==> src/rtl/mpb_pkg.sv <==
package mpb_pkg;
  localparam logic [4:0] REG_PAGE  = 5'h10;
  localparam logic [4:0] REG_CMD   = 5'h11;
  localparam logic [4:0] REG_DATA0 = 5'h18;

  typedef struct packed {
    logic [7:0] page;
    logic [7:0] offset;
    logic       we;
  } mpb_op_t;
endpackage

==> src/rtl/mpb_regfile.sv <==
module mpb_regfile #(
  parameter int WORD_W = 16,
  parameter int WORDS  = 4,
  parameter int PAGE_W = 8,
  localparam int WIDE_W = WORD_W * WORDS
) (
  input  logic              clk,
  input  logic              rst,
  input  logic              wr_en,
  input  logic [4:0]        regad,
  input  logic [WORD_W-1:0] wdata,
  input  logic              load_en,
  input  logic [WIDE_W-1:0] load_data,
  input  logic [WORD_W-1:0] cmd_rb,
  output logic [PAGE_W-1:0] page,
  output logic              page_en,
  output logic [WIDE_W-1:0] words,
  output logic [WORD_W-1:0] rd_word
);
  import mpb_pkg::*;

  always_ff @(posedge clk) begin
    if (rst) begin
      page    <= '0;
      page_en <= 1'b0;
    end else if (wr_en && regad == REG_PAGE) begin
      page    <= wdata[WORD_W-1 -: PAGE_W];
      page_en <= wdata[0];
    end
  end

  for (genvar i = 0; i < WORDS; i++) begin : g_word
    localparam logic [4:0] ADDR = REG_DATA0 + 5'(i);
    always_ff @(posedge clk) begin
      if (rst)
        words[i*WORD_W +: WORD_W] <= '0;
      else if (load_en)
        words[i*WORD_W +: WORD_W] <= load_data[i*WORD_W +: WORD_W];
      else if (wr_en && regad == ADDR)
        words[i*WORD_W +: WORD_W] <= wdata;
    end
  end

  always_comb begin
    rd_word = '0;
    if (regad == REG_PAGE) begin
      rd_word[WORD_W-1 -: PAGE_W] = page;
      rd_word[0] = page_en;
    end else if (regad == REG_CMD) begin
      rd_word = cmd_rb;
    end
    for (int i = 0; i < WORDS; i++)
      if (regad == REG_DATA0 + 5'(i))
        rd_word = words[i*WORD_W +: WORD_W];
  end
endmodule

==> src/rtl/mpb_cmd_ctrl.sv <==
module mpb_cmd_ctrl #(
  parameter int WORD_W = 16,
  parameter int WIDE_W = 64,
  parameter int PAGE_W = 8
) (
  input  logic              clk,
  input  logic              rst,
  input  logic              cmd_wr,
  input  logic [WORD_W-1:0] cmd_data,
  input  logic [PAGE_W-1:0] page_in,
  input  logic [WIDE_W-1:0] words_in,
  input  logic              be_done,
  output logic              be_req,
  output logic              be_we,
  output logic [7:0]        be_page,
  output logic [7:0]        be_offset,
  output logic [WIDE_W-1:0] be_wdata,
  output logic              load_en,
  output logic [WORD_W-1:0] cmd_rb
);
  import mpb_pkg::*;

  mpb_op_t op;
  logic    busy;

  always_ff @(posedge clk) begin
    if (rst) begin
      busy     <= 1'b0;
      op       <= '0;
      be_wdata <= '0;
    end else if (busy) begin
      if (be_done) busy <= 1'b0;
    end else if (cmd_wr) begin
      op.offset <= cmd_data[WORD_W-1 -: 8];
      if (cmd_data[0] || cmd_data[1]) begin
        busy     <= 1'b1;
        op.we    <= cmd_data[0];
        op.page  <= 8'(page_in);
        be_wdata <= words_in;
      end
    end
  end

  assign be_req    = busy;
  assign be_we     = op.we;
  assign be_page   = op.page;
  assign be_offset = op.offset;
  assign load_en   = busy && be_done && !op.we;

  always_comb begin
    cmd_rb = '0;
    cmd_rb[WORD_W-1 -: 8] = op.offset;
    cmd_rb[0] = busy && op.we;
    cmd_rb[1] = busy && !op.we;
  end
endmodule

==> src/rtl/mii_paged_bridge.sv <==
module mii_paged_bridge #(
  parameter logic [4:0] BRIDGE_ADDR = 5'h1E,
  parameter int WORD_W = 16,
  parameter int WORDS  = 4,
  parameter int PAGE_W = 8,
  localparam int WIDE_W = WORD_W * WORDS
) (
  input  logic              clk,
  input  logic              rst,
  input  logic [4:0]        mii_phyad,
  input  logic [4:0]        mii_regad,
  input  logic [WORD_W-1:0] mii_wdata,
  input  logic              mii_wr,
  input  logic              mii_rd,
  output logic [WORD_W-1:0] mii_rdata,
  output logic              mii_rack,
  output logic              be_req,
  output logic              be_we,
  output logic [7:0]        be_page,
  output logic [7:0]        be_offset,
  output logic [WIDE_W-1:0] be_wdata,
  input  logic [WIDE_W-1:0] be_rdata,
  input  logic              be_done
);
  import mpb_pkg::*;

  logic              sel;
  logic              load_en;
  logic [WORD_W-1:0] cmd_rb;
  logic [WORD_W-1:0] rd_word;
  logic [PAGE_W-1:0] page;
  logic              page_en;
  logic [WIDE_W-1:0] words;

  assign sel = (mii_phyad == BRIDGE_ADDR);

  mpb_regfile #(.WORD_W(WORD_W), .WORDS(WORDS), .PAGE_W(PAGE_W)) u_regs (
    .clk(clk), .rst(rst), .wr_en(sel && mii_wr), .regad(mii_regad),
    .wdata(mii_wdata), .load_en(load_en), .load_data(be_rdata),
    .cmd_rb(cmd_rb), .page(page), .page_en(page_en), .words(words),
    .rd_word(rd_word)
  );

  mpb_cmd_ctrl #(.WORD_W(WORD_W), .WIDE_W(WIDE_W), .PAGE_W(PAGE_W)) u_ctrl (
    .clk(clk), .rst(rst),
    .cmd_wr(sel && mii_wr && mii_regad == REG_CMD), .cmd_data(mii_wdata),
    .page_in(page), .words_in(words), .be_done(be_done),
    .be_req(be_req), .be_we(be_we), .be_page(be_page),
    .be_offset(be_offset), .be_wdata(be_wdata), .load_en(load_en),
    .cmd_rb(cmd_rb)
  );

  always_ff @(posedge clk) begin
    if (rst) begin
      mii_rack  <= 1'b0;
      mii_rdata <= '0;
    end else begin
      mii_rack  <= sel && mii_rd;
      mii_rdata <= (sel && mii_rd) ? rd_word : '0;
    end
  end
endmodule

==> config.mk <==
export PLATFORM = sky130hd
export DESIGN_NAME = mii_paged_bridge
export DESIGN_NICKNAME = d
export VERILOG_FILES = /design/src/rtl/mpb_pkg.sv /design/src/rtl/mpb_regfile.sv /design/src/rtl/mpb_cmd_ctrl.sv /design/src/rtl/mii_paged_bridge.sv
export SDC_FILE = /design/constraint.sdc
export NUM_CORES = 1
export LEC_CHECK = 0
export ABC_AREA = 1
export BUFFER_PORTS_ARGS = -buffer_cell sky130_fd_sc_hd__buf_2
export CORE_ASPECT_RATIO = 0.9
export CORE_MARGIN = 8
export CORE_UTILIZATION = 53
export DETAILED_ROUTE_END_ITERATION = 12
export PLACE_DENSITY = 0.8
export SLEW_MARGIN = 5
export SYNTH_ARGS = -nofsm -noshare
export SYNTH_HDL_FRONTEND = slang
export SYNTH_SLANG_ARGS = --single-unit
export TNS_END_PERCENT = 5
==> constraint.sdc <==
create_clock -name clk -period 1.54 [get_ports clk]
set_input_delay 0.077 -clock clk [delete_from_list [all_inputs] [get_ports clk]]
set_output_delay 0.077 -clock clk [all_outputs]
set_load 0.005 [all_outputs]
# == Word-level counts from Yosys, hierarchy flattened ==
# Index checks and enable logic that the tools add are counted.
# word_totals
reg_bits,172
inputBits,95
output_inout_bits,99
wordCells,63
# op_classes
eq_ne,7
n_mux,20
bitwise_logic,2
n_reduce_logical,21
# ops
operator,n
$mux 16,13
$eq 5x5->1 const B,7
$logic_and 1x1->1,12
$mux 8,1
$reduce_bool 2->1,4
$mux 7,1
$mux 1,5
$reduce_and 3->1,1
$not 1->1,2
$reduce_and 2->1,1
$reduce_or 2->1,1
$logic_not 1->1,1
$logic_or 1x1->1,1

# == Longest topological paths before layout ==
# depth
word_depth,8
mapped_depth,11

# == Hierarchy ==
# A second synthesis with hierarchy kept.
# hier_totals
cells_unflattened,1255
hier_area_um2,8116.5
# modules_own_cells
module,n_inst,cells_per_inst,area_each_um2,seq_area_each_um2
mpb_regfile,1,664,4092.7,1461.4
mpb_cmd_ctrl,1,525,3445.8,1641.6
mii_paged_bridge,1,66,578.1,340.3

# == Worst setup path after synthesis ==
# No wires, ideal clock.
# synth_timing
path_kind,reg-to-reg
start,"register u_ctrl.busy, in the netlist u_ctrl.be_req"
end,register u_regs.words[40]
setup_ps,116
t_arrival_ps,1305
required_time_ps,1424
setup_slack_ps,119
path_stages_with_launch,8
path_buffers,2
synth_period_minus_slack_ps,1421
cell_sequence,dfxtp_1 nand3_2 buf_4 nand2_2 inv_1 buf_2 nor2_1 nor2_1
# synth_via
elab_chain_len,3
# synth_rtl
element,line_no,source
"start, declared",mpb_cmd_ctrl.sv:24,logic busy;
"start signal, assigned",mpb_cmd_ctrl.sv:28,busy <= 1'b0;
"start signal, assigned",mpb_cmd_ctrl.sv:32,if (be_done) busy <= 1'b0;
"start signal, assigned",mpb_cmd_ctrl.sv:36,busy <= 1'b1;
$logic_and 1x1->1 * (2 in series),mpb_cmd_ctrl.sv:48,assign load_en = busy && be_done && !op.we;
$mux 16 or $reduce_bool 2->1 (tied branches),--,
"end signal, assigned by index",mpb_regfile.sv:38,words[i*WORD_W +: WORD_W] <= load_data[i*WORD_W +: WORD_W];
"end signal, assigned by index",mpb_regfile.sv:40,words[i*WORD_W +: WORD_W] <= wdata;
"end, declared",mpb_regfile.sv:17,"output logic [WIDE_W-1:0] words,"
# Mark *: on every way between the ends. The rest lies on a longest branch, timed or not.
# A chain may end at the register's enable or synchronous reset.

# == Worst setup path in the final report ==
# layout_timing
start,"register u_ctrl.op, in the netlist u_ctrl.be_we"
end,register u_regs.words[6]
# layout_via
elab_chain_len,3
# layout_rtl
element,line_no,source
"start, declared",mpb_cmd_ctrl.sv:23,mpb_op_t op;
$logic_not 1->1 *,mpb_cmd_ctrl.sv:48,
$logic_and 1x1->1 *,mpb_cmd_ctrl.sv:48,
$mux 16 or $reduce_bool 2->1 (tied branches),--,
# Marked as above.

==> metrics <==
Initial Utilization 53.7%; post-synthesis sequential area ratio a little under half; Final ANT Viol Nets 0; Remaining Overflow, GRT 0; row count slightly above 40; post-synthesis mux area share 0%; RSZ-0062 raised after global routing yes; initial antenna violation count 0; cell taking the most area after synthesis dfxtp_1; synthesized area per cell approximately 7.0 um2; Rel. slew slack 64.7%; CP endpoint kind register; # clock sinks 172; top post-synthesis cells by area dfxtp_1 46%, nand2_1 16%, nor2_1 9.3%; M3 GR Usage 7.92%; Mapped Area roughly 7500 um2; Die H 129 um; net load switching power between 2000 and 2500 uW; Post-DP HPWL ~19 mm; routed vias between 8000 and 9000; Peak VDD IR 0.000773 V; Net Sw Frac 22.4%; Tot GR Track Use approximately 30%; YS warnings 0; Core Util, Final a little over two thirds; post-DR wirelength/cell roughly 18 um; DRT Wirelength approximately 27 mm; main combinational cell family by area after synthesis simple AND/OR/NAND/NOR gates; Setup Skew 9.51 ps; met1 Use GR roughly 40%; max-cap violation count 0; share of Yosys cell area claimed by the top area cell type a little under half; status finished, final reports clean; Worst-Skew Late Latency 440 ps; Fin. Hold Viols 0; Post-Synth Adder-Cell Area 0%; htree depth 4; first-pass GRT wire length between 40 and 50 mm; Gate power share around 6.2%; Simple-Gate Fraction of Synth Area between 30% and 40%; Tightest Pin Transition approximately 530 ps; drt drc 0; register share of total power between 40% and 50%; Int Pwr around 7600 uW; NumNets Final 1400; # IOs 194; Synth Instances 1064; most frequent cells in the layout 309 x nand2_1, 193 x buf_2, 185 x nor2_1; Die X between 100 and 150 um; worst-path fanout max 14; DIE AREA around 18000 um2; CP required between 1500 and 2000 ps; Final Instance Area around 10000 um2; met2 Usage GRT approximately 45%; Placed Area between 8000 and 9000 um2; commonest non-fill, non-tap cell in the layout nand2_1; type of the worst setup path reg2reg; Num CTS Buffers 17; Hold Slack 13.4 ps; P_leak 0.00459 uW; Post-Synth XOR/XNOR Area 0%; DRT Pass-1 Iters 6; Final GP Congestion between 1 and 1.5; CTS tree yes; vias in the first global route roughly 7600; Worst setup SP type register; I/O Buffers 193; Root Buffer clkbuf_16; maximum root-to-sink buffer count 2; Synth Area in Compound Gates 11.5%; busiest grt layer met2; fin crit share 96.2%; 1st-iter DRT viols 1420; number of max-slew violations in the final report 0; Core Box Area approximately 14000 um2; Net Count, Synth 1159; clock network fraction of total power about 48%; largest net degree at the start of global routing 82; synthesized flop and latch total between 150 and 200; Power Density 993 nW/um2; Data arrival, critical path approximately 1800 ps; DR vias/cell between 5 and 6; Ant. Diodes 0; Synth-to-Final Area Change 31.6%; Peak Freq between 600 and 700 MHz; min Tclk post-route between 1000 and 1500 ps; Clock transition at path regs roughly 70 ps; Synth cell types 25; Final setup violation count 0; worst hold path class in2reg; share of cells above drive strength 1 between 20 and 25%
==> what timing repair did <==
action                                 4_1_cts  5_1_grt
setup endpoints to repair                    0       33
resized for setup                            0        3
buffers inserted                             0        1
endpoints found under the hold margin       64        0
hold buffers                                55        0
==> sequential cells by signal (all words and copies together), names as in the netlist <==
name	flops
u_ctrl.be_req	1
u_ctrl.be_we	1
u_ctrl.be_offset	8
mii_rack	1
u_ctrl.be_wdata	64
u_regs.page_en	1
mii_rdata	16
u_regs.page	8
u_ctrl.be_page	8
u_regs.words	64
==> final timing paths <==
kind                       start                  end  slack, ps  depth (start not counted)
min                 be_rdata[37]     u_regs.words[37]         10                          5
min reg2reg  u_ctrl.be_wdata[17]  u_ctrl.be_wdata[17]        460                          2
max reg2reg         u_ctrl.be_we      u_regs.words[6]         60                          8
max                 u_ctrl.be_we      u_regs.words[6]         60                          8
==> cells in the mapped netlist <==
cell / count
clkinv_2: 1
nand2_4: 2
buf_2: 15
nor2_8: 1
inv_1: 30
nor2_1: 186
nand2_1: 312
buf_6: 8
nor2_4: 4
a21oi_1: 80
buf_4: 11
nor2_2: 5
or2_2: 4
clkinv_1: 3
buf_8: 8
nand2_2: 6
inv_2: 3
dfxtp_1: 172
nor3_4: 1
nand3_1: 92
o21ai_0: 92
nand3_2: 2
inv_4: 2
clkbuf_1: 20
nand4_1: 4
==> routing by layer <==
metal,part of all wire [%],vias up,wire (um)
met5,0,-,0
met4,3.0,0,803
met3,12,62,3140
met2,44,504,11800
met1,42,3679,11300
li1,-,3892,-
==> stage by stage <==
step	std cells	TNS [ps]	setup WS, ps	total power, uW
final	1511	0	58.0	9770
after global routing	1511	-34.9	-30.1	10000
after CTS	1510	0	2.39	9760
after detailed placement	1423	-9.20	-9.16	5020
after global placement	1423	0	26.0	5020
after floorplan	1064	0	119	4750
==> power groups by stage <==
stage	sequential, uW	clock [uW]	combinational (uW)
global placement	4550	0	473
CTS	4450	4730	583
finish	4450	4710	605
detailed placement	4550	0	471
floorplan	4550	0	203
global route	4450	4910	638
==> cell families (layout without fill, tap and decap cells) <==
kind of cell | Yosys count | count (layout)
AO/OA/AOI/OAI | 172 | 172
AND/OR/NAND/NOR | 619 | 619
flip-flops | 172 | 172
buffers and inverters | 101 | 355
==> layout make-up <==
type | instances | area, um2
repair buffers | 284 | 1900
flip-flops and latches | 172 | 3440
clock buffers | 17 | 425
inverters | 39 | 156
well taps | 193 | 241
fillers | 1140 | 4070
clock inverters | 15 | 220
multi-input cells | 791 | 3450
==> critical path, cell delays in order, from the launching register on <==
cell and delay, ps:
dfxtp_1 330, inv_1 60, nand3_2 150, clkinv_2 230, buf_4 250, nand2_1 110
nand2_1 60, nor2_1 120, nor2_1 60
(Power assumes the default switching activity.)
